File: config.mk
export PLATFORM = sky130hd
export DESIGN_NAME = hs4to2_bridge
export DESIGN_NICKNAME = d
export VERILOG_FILES = /design/src/rtl/hs_pkg.sv /design/src/rtl/hs_sync.sv /design/src/rtl/hs_edge.sv /design/src/rtl/hs_burst_ctrl.sv /design/src/rtl/hs4to2_bridge.sv
export SDC_FILE = /design/constraint.sdc
export NUM_CORES = 1
export LEC_CHECK = 0
export ABC_AREA = 1
export CAP_MARGIN = 20
export CORE_MARGIN = 5
export CORE_UTILIZATION = 35
export DETAILED_ROUTE_END_ITERATION = 8
export PLACE_DENSITY = 0.55
export SLEW_MARGIN = 25
export SYNTH_ARGS = -nofsm -noshare
export SYNTH_HDL_FRONTEND = slang
export SYNTH_SLANG_ARGS = --single-unit
File: constraint.sdc
create_clock -name clk -period 1.2 [get_ports clk]
set_input_delay 0.12 -clock clk [delete_from_list [all_inputs] [get_ports clk]]
set_output_delay 0.12 -clock clk [all_outputs]
set_load 0.02 [all_outputs]
File: src/rtl/hs_pkg.sv
package hs_pkg;
  typedef enum logic {
    PH_IDLE = 1'b0,
    PH_WAIT = 1'b1
  } phase_t;

  typedef struct packed {
    logic rise;
    logic fall;
  } edges_t;
endpackage

File: src/rtl/hs_sync.sv
module hs_sync #(
  parameter int WIDTH  = 2,
  parameter int STAGES = 2
) (
  input  logic             clk,
  input  logic             rst,
  input  logic [WIDTH-1:0] async_in,
  output logic [WIDTH-1:0] sync_out
);
  localparam int LAST = STAGES - 1;

  logic [WIDTH-1:0] chain [STAGES];

  always_ff @(posedge clk) begin
    if (rst) chain[0] <= '0;
    else     chain[0] <= async_in;
  end

  generate
    for (genvar i = 1; i < STAGES; i++) begin : g_stage
      always_ff @(posedge clk) begin
        if (rst) chain[i] <= '0;
        else     chain[i] <= chain[i-1];
      end
    end
  endgenerate

  assign sync_out = chain[LAST];
endmodule

File: src/rtl/hs_edge.sv
module hs_edge
  import hs_pkg::*;
#(
  parameter int WIDTH = 2
) (
  input  logic             clk,
  input  logic             rst,
  input  logic [WIDTH-1:0] level,
  output edges_t           ev [WIDTH]
);
  logic [WIDTH-1:0] prev_q;

  always_ff @(posedge clk) begin
    if (rst) prev_q <= '0;
    else     prev_q <= level;
  end

  generate
    for (genvar i = 0; i < WIDTH; i++) begin : g_bit
      assign ev[i].rise = level[i] & ~prev_q[i];
      assign ev[i].fall = ~level[i] & prev_q[i];
    end
  endgenerate
endmodule

File: src/rtl/hs_burst_ctrl.sv
module hs_burst_ctrl
  import hs_pkg::*;
(
  input  logic clk,
  input  logic rst,
  input  logic r4_rise,
  input  logic r4_fall,
  input  logic a2_tog,
  output logic ack4_q,
  output logic req2_q,
  output logic err_q
);
  phase_t ph_q;
  logic   seen_r4_q, seen_a2_q;
  logic   bad_ev, seen_r4_n, seen_a2_n, burst_done;

  always_comb begin
    seen_r4_n  = seen_r4_q | r4_fall;
    seen_a2_n  = seen_a2_q | a2_tog;
    burst_done = seen_r4_n & seen_a2_n;
    if (ph_q == PH_IDLE)
      bad_ev = a2_tog | r4_fall;
    else
      bad_ev = r4_rise | (a2_tog & seen_a2_q) | (r4_fall & seen_r4_q);
  end

  always_ff @(posedge clk) begin
    if (rst) begin
      ph_q      <= PH_IDLE;
      ack4_q    <= 1'b0;
      req2_q    <= 1'b0;
      err_q     <= 1'b0;
      seen_r4_q <= 1'b0;
      seen_a2_q <= 1'b0;
    end else if (bad_ev) begin
      err_q <= 1'b1;
    end else begin
      case (ph_q)
        PH_IDLE: begin
          if (r4_rise) begin
            ack4_q    <= 1'b1;
            req2_q    <= ~req2_q;
            ph_q      <= PH_WAIT;
            seen_r4_q <= 1'b0;
            seen_a2_q <= 1'b0;
          end
        end
        default: begin
          if (burst_done) begin
            ack4_q    <= 1'b0;
            ph_q      <= PH_IDLE;
            seen_r4_q <= 1'b0;
            seen_a2_q <= 1'b0;
          end else begin
            seen_r4_q <= seen_r4_n;
            seen_a2_q <= seen_a2_n;
          end
        end
      endcase
    end
  end

  assert_accept_R2: assert property (@(posedge clk) disable iff (rst)
    (ph_q == PH_IDLE && r4_rise && !a2_tog && !r4_fall)
      |=> (ack4_q && req2_q != $past(req2_q)));

  assert_hold_until_r4_R3: assert property (@(posedge clk) disable iff (rst)
    (ph_q == PH_WAIT && !seen_r4_q && !r4_fall) |=> ack4_q);

  assert_hold_until_a2_R3: assert property (@(posedge clk) disable iff (rst)
    (ph_q == PH_WAIT && !seen_a2_q && !a2_tog) |=> ack4_q);

  assert_joint_done_R4: assert property (@(posedge clk) disable iff (rst)
    (ph_q == PH_WAIT && r4_fall && a2_tog && !seen_r4_q && !seen_a2_q && !r4_rise)
      |=> (!ack4_q && $stable(req2_q)));

  assert_req_with_ack_R5: assert property (@(posedge clk) disable iff (rst)
    !$stable(req2_q) |-> $rose(ack4_q));

  assert_idle_stray_R6: assert property (@(posedge clk) disable iff (rst)
    (ph_q == PH_IDLE && a2_tog) |=> (err_q && $stable(ack4_q) && $stable(req2_q)));

  assert_wait_stray_R7: assert property (@(posedge clk) disable iff (rst)
    (ph_q == PH_WAIT && r4_rise) |=> (err_q && ack4_q && $stable(req2_q)));

  assert_err_sticky_R8: assert property (@(posedge clk) disable iff (rst)
    err_q |=> err_q);
endmodule

File: src/rtl/hs4to2_bridge.sv
module hs4to2_bridge
  import hs_pkg::*;
#(
  parameter int SYNC_STAGES = 2
) (
  input  logic clk,
  input  logic rst,
  input  logic req4_in,
  output logic ack4_out,
  output logic req2_out,
  input  logic ack2_in,
  output logic proto_err
);
  localparam int NLINES = 2;
  localparam int IDX_R4 = 0;
  localparam int IDX_A2 = 1;

  logic [NLINES-1:0] raw_lines, sync_lines;
  edges_t            ev [NLINES];
  logic              a2_tog;

  assign raw_lines[IDX_R4] = req4_in;
  assign raw_lines[IDX_A2] = ack2_in;

  hs_sync #(.WIDTH(NLINES), .STAGES(SYNC_STAGES)) u_sync (
    .clk      (clk),
    .rst      (rst),
    .async_in (raw_lines),
    .sync_out (sync_lines)
  );

  hs_edge #(.WIDTH(NLINES)) u_edge (
    .clk   (clk),
    .rst   (rst),
    .level (sync_lines),
    .ev    (ev)
  );

  assign a2_tog = ev[IDX_A2].rise | ev[IDX_A2].fall;

  hs_burst_ctrl u_ctrl (
    .clk     (clk),
    .rst     (rst),
    .r4_rise (ev[IDX_R4].rise),
    .r4_fall (ev[IDX_R4].fall),
    .a2_tog  (a2_tog),
    .ack4_q  (ack4_out),
    .req2_q  (req2_out),
    .err_q   (proto_err)
  );

  assert_reset_quiet_R1: assert property (@(posedge clk)
    rst |=> (!ack4_out && !req2_out && !proto_err));
endmodule

==> run summary, run 1 <==
Number of global-route vias before repair: 413
Crit. End Element: flip-flop
Max Slew Vio Count: 0
Endpoints failing setup: 0
PortBufs: 6
Antenna violations before repair: 0
Yosys warnings: 0
Crit-path max FO: 4
CORE AREA: 1470 um^2
Top-area cell type share of the netlist area: 0.454
Largest net degree at the start of global routing: 8
TritonCTS Sinks: 12
DR WL/cell: 9.03 um
GRT overflow: 0
Critical Path Slowest Stage Cell: dfxtp_2
Final ANT Viol Nets: 0
Layout Nets: 91
Slew margin rel.: 0.862
Bufs and invs on worst path: 2
Startpoint Class: flip-flop
Drt drc: 0
# rows: 14
Mapped Nets: 80
Post-CTS Hold Buffers: 0
GP Congestion: 0.851
Later-pin clock latency in the skew report: 0.27 ns
Final period util: 0.918
Netlist cell types: 13
Longest Clk Path Bufs: 2
Delay-heaviest family, CP: simple AND/OR/NAND/NOR gates
Share of the yosys chip area belonging to registers: 0.454
Slew at the pin with the worst max-slew slack: 0.208 ns
Post-synthesis xor/xnor area fraction: 0
Most common cell after layout, fill and taps aside: inv_1
1st-pass router iterations: 4
Most frequent cells in the layout: inv_1, nand2_1, nor2_1
Die height: 48.9 um
Layout cell share with drive strength beyond 1: 0.186
Critical Path AT: 1.27 ns
Register bit count reported by yosys: 12
Reg2reg start: u_edge.prev_q[0]
Outcome: finished, final reports clean
Finished Cell Area: 648 um^2
Post-Synthesis Cells: 76
First-pass GRT wire length: 1700 um
PwrDens: 1350 nW/um^2
Die width: 48.9 um
CP Data Required Time: 1.37 ns
Cell accounting for the most synthesized area: dfxtp_1
CP Depth: 9
Max Clock Skew: 0.00840 ns
Adder-Cell Fraction of Synth Area: 0
Vias per cell: 4.25
Clk pin slew, worst setup/hold paths: 0.08 ns
Area contributors post-synth: dfxtp_1, inv_1, nand2_1, nor2_1, nand2_2
Syn-to-layout area delta: 22.5%
Capture point of the worst path: u_ctrl.seen_a2_q
TritonCTS clock tree: done
Compound-Gate Fraction of Synth Area: 0.0473
Routed WL: 921 um
HPWL Detailed: 703 um
Most used cell, CP: nand2_1
TritonCTS Buffers: 3
Synthesized area per cell: 6.96 um^2
Fmax: 0.908 GHz
P_leak: 0.000339 uW
H-tree depth: 1
Mapped cell area: 529 um^2
Dpl cell area: 609 um^2
Crit Path Category: flip-flop to flip-flop
Initial DRC Count: 10
Combinational family with the most area after synthesis: simple AND/OR/NAND/NOR gates
Setup_tns: 0 ns
Simple-Gate Fraction of Synth Area: 0.357
End-of-flow core utilization: 0.440
R2R depth: 9
Via count: 434
Full die area: 2390 um^2
GRT Total Usage: 0.0918
Worst VDD drop: 0.660 mV
Worst Hold Class: primary input to flip-flop
Min Tclk post-route: 1.10 ns
Crit-path cells: inv_1 > nand2_1 > nand2_1 > inv_1 > nand2_1 > nand2_2 > nand3_4 > nor2_1 > nor2_1
Root buf cell: clkbuf_4
Reg2reg setup slack: 0.1 ns
Antenna Diode Count: 0
Mux share of post-synthesis cell area: 0
CP startpoint: u_edge.prev_q[0]
Num ports: 7
Initial Util: 0.360
Unrepaired setup endpoints after global routing: no
CP max stage delay: 0.34 ns
Post-CTS Setup Bufs: 0
R2R Path End: u_ctrl.seen_a2_q
Final hold viol count: 0
Maxcap violations: 0
worst min-delay path by stage:
stage / startpoint / endpoint / slack (ns) / depth (start not counted)
detailed placement: u_sync.chain[0][1] / u_sync.chain[1][1] / 0.39 / 2
CTS: ack2_in / u_sync.chain[0][1] / 0.35 / 3
global placement: u_sync.chain[0][1] / u_sync.chain[1][1] / 0.39 / 2
global route: req4_in / u_sync.chain[0][0] / 0.35 / 3
floorplan: req4_in / u_sync.chain[0][0] / 0.23 / 2
finish: ack2_in / u_sync.chain[0][1] / 0.37 / 3
where the power goes:
part	leakage (uW)	internal (uW)	total, uW	switching, uW
Sequential	0.0000993	421	432	11.8
Combinational	0.000219	47.9	119	70.9
Clock	0.0000210	184	326	141
what timing repair did:
item	in CTS	in global routing
pin swaps	0	2
endpoints found under the setup margin	3	4
gates resized for setup	3	4
hold endpoints to repair	0	0
per-layer routing:
layer | vias to the layer above | GRT usage | wire length, um
met1 | 183 | 0.108 | 439
met2 | 6 | 0.139 | 434
li1 | 245 | - | -
met4 | 0 | 0.0269 | 0
met5 | - | 0 | 0
met3 | 0 | 0.0550 | 47
cell families (layout without fill, tap and decap cells):
logic type      after synthesis  in the layout
compound gates                5              5
buf+inv                      19             29
flops                        12             12
simple gates                 40             40
final cells by class:
class,count,area (um^2)
timing repair buffer,7,63.8
clock buffer,4,36.3
fill,164,823
tap,16,20.0
multi-input combinational,45,218
inverter,18,67.6
sequential,12,243
sequential cells by signal, indices dropped and copies added (netlist names):
register	count
u_ctrl.ack4_q	1
u_ctrl.err_q	1
u_ctrl.ph_q	1
u_ctrl.req2_q	1
u_ctrl.seen_a2_q	1
u_ctrl.seen_r4_q	1
u_edge.prev_q	2
u_sync.chain	4
through the flow:
step / std cells / hold slack, ns / setup slack (ns) / total power, uW
after global routing: 102 / 0.352 / 0.00108 / 941
after floorplan: 76 / 0.227 / 0.163 / 525
final: 102 / 0.366 / 0.0986 / 877
after detailed placement: 98 / 0.393 / 0.0722 / 563
after CTS: 102 / 0.351 / 0.0618 / 893
after global placement: 98 / 0.389 / 0.0548 / 562
worst min-delay path, delay by kind of cell:
kind,cells,cell delay (ns)
buffers and inverters,2,0.44
AND/OR/NAND/NOR,1,0.03
cell usage after synthesis:
cell / instances
nor2_1: 12
inv_1: 18
nor3_1: 1
nand2_2: 6
buf_4: 1
o21ai_0: 1
a21oi_1: 3
nand4_1: 1
nand3_1: 5
nand2_1: 14
dfxtp_1: 12
nand3_4: 1
o21ai_1: 1
No activity file was read; power rests on OpenSTA's default activity.
==> run 2: changes to the inputs <==
- CAP_MARGIN: 20 -> default
- CORE_ASPECT_RATIO: default -> 0.9
- clock period: 1.2 -> 1.4 ns (I/O delays scaled with it)
==> run 2 against run 1 <==
Net effect:
- via count rose by 1.6%
- clock skew decreased by 0.0032 ns
- first-iteration DRC count shrank 20%
- flip-flop and latch count did not move
- critical path depth unchanged
- count of clock-buffer cells in the layout did not move
- critical path type unchanged
- global-route usage grew 0.45 points
- wire length rose by 1.2%
==> run summary, run 2 (same netlist as run 1, synthesis figures left out) <==
Max Clock Skew: 0.00522 ns (was 0.00840 ns)
Critical Path AT: 1.32 ns (was 1.27 ns)
Final period util: 0.823 (was 0.918)
DR WL/cell: 9.23 um (was 9.03 um)
Startpoint Class: flip-flop (unchanged)
Initial DRC Count: 8 (was 10)
Most used cell, CP: nand2_1 (unchanged)
Setup_tns: 0 ns (unchanged)
CP max stage delay: 0.34 ns (about the same)
Crit-path cells: inv_1 > nand2_1 > nand2_1 > inv_1 > nand2_1 > nand2_2 > nand3_4 > a21oi_1 > nor2_1 (was inv_1 > nand2_1 > nand2_1 > inv_1 > nand2_1 > nand2_2 > nand3_4 > nor2_1 > nor2_1)
Drt drc: 0 (unchanged)
Slew at the pin with the worst max-slew slack: 0.229 ns (was 0.208 ns)
Number of flip-flops in the largest register: 4 (unchanged)
Delay-heaviest family, CP: simple AND/OR/NAND/NOR gates (unchanged)
CP Data Required Time: 1.57 ns (was 1.37 ns)
GRT Total Usage: 0.0964 (was 0.0918)
TritonCTS Sinks: 12 (unchanged)
CP Depth: 9 (unchanged)
Post-CTS Setup Bufs: 0 (unchanged)
Unrepaired setup endpoints after global routing: no (unchanged)
Uppermost routed layer: met4 (was met3)
HPWL Detailed: 720 um (was 703 um)
H-tree depth: 1 (unchanged)
End-of-flow core utilization: 0.455 (was 0.440)
P_leak: 0.000376 uW (was 0.000339 uW)
Later-pin clock latency in the skew report: 0.27 ns (about the same)
Endpoints failing setup: 0 (unchanged)
Post-CTS Hold Buffers: 0 (unchanged)
Die height: 46.9 um (was 48.9 um)
Met1 WL: 489 um (was 439 um)
Routed length on met2: 375 um (was 434 um)
Critical Path Slowest Stage Cell: dfxtp_1 (was dfxtp_2)
Number of global-route vias before repair: 403 (was 413)
Initial Util: 0.370 (was 0.360)
1st-pass router iterations: 5 (was 4)
Final hold viol count: 0 (unchanged)
TritonCTS clock tree: done (unchanged)
Max Slew Vio Count: 0 (unchanged)
Hold Path Depth: 3 (unchanged)
Syn-to-layout area delta: 23.2% (was 22.5%)
Fill cells: 167 (was 164)
Root buf cell: clkbuf_4 (unchanged)
Metal3 WL: 57 um (was 47 um)
Biggest register: u_sync.chain (unchanged)
Outcome: finished, final reports clean (unchanged)
R2R depth: 9 (unchanged)
Via count: 441 (was 434)
Worst VDD drop: 0.465 mV (was 0.660 mV)
Largest net degree at the start of global routing: 8 (unchanged)
Clk pin slew, worst setup/hold paths: 0.07 ns (was 0.08 ns)
Crit-path max FO: 4 (unchanged)
Layout cell share with drive strength beyond 1: 0.140 (was 0.186)
TritonCTS Buffers: 3 (unchanged)
Maxcap violations: 0 (unchanged)
Top flop regs: u_sync.chain: 4 flops, u_edge.prev_q: 2 flops (unchanged)
# rows: 13 (was 14)
Vias per cell: 4.37 (was 4.25)
CORE AREA: 1430 um^2 (was 1470 um^2)
Routed WL: 932 um (was 921 um)
Most common cell after layout, fill and taps aside: inv_1 (unchanged)
Crit. End Element: flip-flop (unchanged)
Antenna Diode Count: 0 (unchanged)
GP Congestion: 0.861 (was 0.851)
Fmax: 0.868 GHz (was 0.908 GHz)
Layout Nets: 91 (unchanged)
Bufs and invs on worst path: 2 (unchanged)
Slew margin rel.: 0.847 (was 0.862)
Min Tclk post-route: 1.15 ns (was 1.10 ns)
Antenna violations before repair: 0 (unchanged)
Die width: 51.0 um (was 48.9 um)
Hold slack: 0.375 ns (was 0.366 ns)
Final ANT Viol Nets: 0 (unchanged)
GRT overflow: 0 (unchanged)
Most frequent cells in the layout: inv_1, nand2_1, nor2_1, dfxtp_1, nand2_2 (was inv_1, nand2_1, nor2_1)
Num ports: 7 (unchanged)
Worst Hold Class: primary input to flip-flop (unchanged)
First-pass GRT wire length: 1630 um (was 1700 um)
Power, Total: 748 uW (was 877 uW)
Post-CTS resize count: 0 (was 3)
PwrDens: 1150 nW/um^2 (was 1350 nW/um^2)
Full die area: 2390 um^2 (about the same)
Longest Clk Path Bufs: 2 (unchanged)
Crit Path Category: flip-flop to flip-flop (unchanged)
PortBufs: 6 (unchanged)
## run 2: cell count changes in the layout (fill, tap and decap cells not counted), sizes merged
cell | before | now
dlymetal6s2s | 0 | 3
dlygate4sd2 | 3 | 0
## run 2: path summary, 6_finish.rpt
| kind | slack [ns] | startpoint | to |
|---|---|---|---|
| worst min-delay path | 0.38 | ack2_in | u_sync.chain[0][1] |
| worst max-delay path | 0.25 | u_edge.prev_q[0] | u_ctrl.seen_r4_q |
| worst max register to register | 0.25 | u_edge.prev_q[0] | u_ctrl.seen_r4_q |
| worst min register to register | 0.40 | u_sync.chain[0][1] | u_sync.chain[1][1] |
## run 2: layout make-up
type	instances	area [um^2]	share of cell area
multi-input cells	45	214	0.328
clock buffers	4	36.3	0.0557
well taps	15	18.8	0.0288
repair buffers	7	75.1	0.115
flip-flops and latches	12	240	0.369
inverters	18	67.6	0.104
## run 2: report_power, final
part	total, uW	switching, uW	internal, uW
logic	103	59.6	43.3
clock network	274	116	158
registers	370	10.1	360
total	748	186	561
## run 2: layer usage
| layer | up-vias | GRT usage |
|---|---|---|
| met5 | - | 0 |
| met4 | 0 | 0.0459 |
| met3 | 2 | 0.0571 |
| met2 | 7 | 0.141 |
| met1 | 186 | 0.113 |
| li1 | 246 | - |
## run 2: tightest hold or removal path: stages
cell	delay [ns]
clkdlybuf4s50_1	0.39
inv_1	0.05
nor2_1	0.03
## run 2: per-stage QoR
stage	instance area (um^2)	setup WS (ns)	instances
floorplan	529	0.363	76
global placement	608	0.280	97
detailed placement	608	0.266	97
CTS	644	0.0200	101
global route	652	0.0682	101
finish	652	0.248	101
==> run 3: changes to the inputs <==
- clock period: 1.4 -> 1.1 ns (I/O delays scaled with it)
==> run 3 against run 2 <==
Net effect:
- the run now ends with setup timing left
- flip-flop and latch count unchanged
- non-clock buffer count grew 4
- final cell count grew 4.0%
- sequential power grew 28%
- power is 30% higher
- register-to-register slack got worse by 0.28 ns
- via count increased by 7.5%
- fmax is 1.9% higher
- global-route usage increased by 0.72 points
- critical path type unchanged
- critical endpoint is now u_ctrl.seen_a2_q
==> run summary, run 3 (same netlist as run 1, synthesis figures left out) <==
Initial DRC Count: 5 (was 8)
Number of global-route vias before repair: 441 (was 403)
Place WS: -0.0555 ns (was 0.266 ns)
Met2 Use GR: 0.156 (was 0.141)
Die height: 46.9 um (unchanged)
Min Tclk post-route: 1.13 ns (was 1.15 ns)
Later-pin clock latency in the skew report: 0.28 ns (was 0.27 ns)
Slew at the pin with the worst max-slew slack: 0.213 ns (was 0.229 ns)
Finished Cell Area: 692 um^2 (was 652 um^2)
Number of flip-flops in the largest register: 4 (unchanged)
CORE AREA: 1430 um^2 (unchanged)
CP Data Required Time: 1.26 ns (was 1.57 ns)
Top flop regs: u_sync.chain: 4 flops, u_edge.prev_q: 2 flops (unchanged)
Most used cell, CP: nand2_2 (was nand2_1)
Antenna violations before repair: 0 (unchanged)
Post-CTS Hold Buffers: 0 (unchanged)
Crit Path Category: flip-flop to flip-flop (unchanged)
First-pass GRT wire length: 1790 um (was 1630 um)
Failing checks: setup timing
Slew margin rel.: 0.859 (was 0.847)
GP Congestion: 0.813 (was 0.861)
Critical Path AT: 1.29 ns (was 1.32 ns)
Most frequent cells in the layout: inv_1, nor2_1, nand2_1 (was inv_1, nand2_1, nor2_1, dfxtp_1, nand2_2)
P_leak: 0.000351 uW (was 0.000376 uW)
Global Route met1 Usage: 0.128 (was 0.113)
H-tree depth: 1 (unchanged)
Outcome: complete, but fails checks (was finished, final reports clean)
Delay-heaviest family, CP: simple AND/OR/NAND/NOR gates (unchanged)
HPWL Detailed: 762 um (was 720 um)
Via count: 474 (was 441)
Worst VDD drop: 0.922 mV (was 0.465 mV)
Unrepaired setup endpoints after global routing: yes (was no)
Routed WL: 1000 um (was 932 um)
Drt drc: 0 (unchanged)
PwrDens: 1410 nW/um^2 (was 1150 nW/um^2)
Crit. End Element: flip-flop (unchanged)
Setup ws final: -0.0311 ns (was 0.248 ns)
Endpoints failing setup: 1 (was 0)
Full die area: 2390 um^2 (unchanged)
Layout cell share with drive strength beyond 1: 0.322 (was 0.140)
Final non-filler cell total: 105 (was 101)
TritonCTS Sinks: 12 (unchanged)
TritonCTS clock tree: done (unchanged)
Final hold viol count: 0 (unchanged)
GRT overflow: 0 (unchanged)
TritonCTS Buffers: 3 (unchanged)
GRT Total Usage: 0.104 (was 0.0964)
Fill cells: 160 (was 167)
Crit-path max FO: 4 (unchanged)
Syn-to-layout area delta: 30.7% (was 23.2%)
Layout Nets: 95 (was 91)
Maxcap violations: 0 (unchanged)
Final period util: 1.03 (was 0.823)
Initial Util: 0.370 (unchanged)
Longest Clk Path Bufs: 2 (unchanged)
Worst Hold Class: primary input to flip-flop (unchanged)
Final ANT Viol Nets: 0 (unchanged)
Met3 Track Usage GR: 0.0571 (unchanged)
Largest net degree at the start of global routing: 8 (unchanged)
Max Clock Skew: 0.00926 ns (was 0.00522 ns)
Biggest register: u_sync.chain (unchanged)
Most common cell after layout, fill and taps aside: inv_1 (unchanged)
Fmax: 0.884 GHz (was 0.868 GHz)
DR WL/cell: 9.55 um (was 9.23 um)
Critical Path Slowest Stage Cell: dfxtp_2 (was dfxtp_1)
Crit-path cells: inv_2 > nand2_2 > nand2_2 > nand2_1 > nand2_1 > nand2_2 > nand3_4 > nor2_1 > nor2_1 (was inv_1 > nand2_1 > nand2_1 > inv_1 > nand2_1 > nand2_2 > nand3_4 > a21oi_1 > nor2_1)
Num ports: 7 (unchanged)
Startpoint Class: flip-flop (unchanged)
Grt peak-use layer: met2 (unchanged)
# rows: 13 (unchanged)
Root buf cell: clkbuf_4 (unchanged)
CP max stage delay: 0.34 ns (about the same)
Antenna Diode Count: 0 (unchanged)
1st-pass router iterations: 4 (was 5)
PortBufs: 6 (unchanged)
Vias per cell: 4.51 (was 4.37)
Dpl cell area: 616 um^2 (was 608 um^2)
Placed Cells: 98 (was 97)
Max Slew Vio Count: 0 (unchanged)
Clk pin slew, worst setup/hold paths: 0.07 ns (about the same)
Die width: 51.0 um (unchanged)
Bufs and invs on worst path: 1 (was 2)
## run 3: cell types whose count changed in the layout (fill, tap and decap cells not counted), moves of 3 or more
cell / before / now
inv_2: 0 / 3
buf_4: 1 / 5
nand2_2: 6 / 9
dlymetal6s2s_1: 3 / 0
inv_1: 18 / 15
dfxtp_2: 0 / 4
nand2_1: 14 / 11
dfxtp_1: 12 / 8
## run 3: final cells by class
| type | count | area (um^2) | area share |
|---|---|---|---|
| sequential | 12 | 245 | 0.354 |
| multi-input combinational | 45 | 233 | 0.336 |
| timing repair buffer | 11 | 91.3 | 0.132 |
| inverter | 18 | 67.6 | 0.0976 |
| clock buffer | 4 | 36.3 | 0.0524 |
| tap | 15 | 18.8 | 0.0271 |
## run 3: worst paths after layout
check / startpoint / end / slack (ns) / depth (start not counted)
worst max-delay path: u_sync.chain[1][1] / u_ctrl.seen_a2_q / -0.03 / 9
worst min register to register: u_sync.chain[0][0] / u_sync.chain[1][0] / 0.40 / 2
worst min-delay path: ack2_in / u_sync.chain[0][1] / 0.35 / 3
worst max register to register: u_sync.chain[1][1] / u_ctrl.seen_a2_q / -0.03 / 9
## run 3: worst reg2reg max path, cell delays in order (launching register included)
cell     delay (ns)
dfxtp_2        0.34
inv_2          0.04
nand2_2        0.07
nand2_2        0.06
nand2_1        0.05
nand2_1        0.06
nand2_2        0.11
nand3_4        0.10
nor2_1         0.12
nor2_1         0.07
## run 3: power breakdown
group,internal (uW),switching [uW]
clock network,201,152
logic,64.0,82.7
registers,459,14.5
total,725,249
## run 3: metrics by stage
stage	hold slack, ns	total power [uW]	util	setup TNS (ns)
global placement	0.392	615	0.430	-0.0582
CTS	0.344	977	0.463	-0.0426
global route	0.351	1030	0.483	-0.506
finish	0.351	974	0.483	-0.0311
detailed placement	0.395	618	0.430	-0.0955
floorplan	0.217	573	-	0
## run 3: per-layer routing
| layer | vias up | share of wire |
|---|---|---|
| li1 | 251 | - |
| met1 | 213 | 0.43 |
| met2 | 8 | 0.51 |
| met3 | 2 | 0.054 |
| met4 | 0 | 0.0090 |
| met5 | - | 0 |
## run 3: repair_timing
item / CTS / global route
setup endpoints to repair: 6 / 8
resized for setup: 8 / 12
hold endpoints to repair: 0 / 0
setup buffers: 1 / 2
pin swaps: 1 / 7
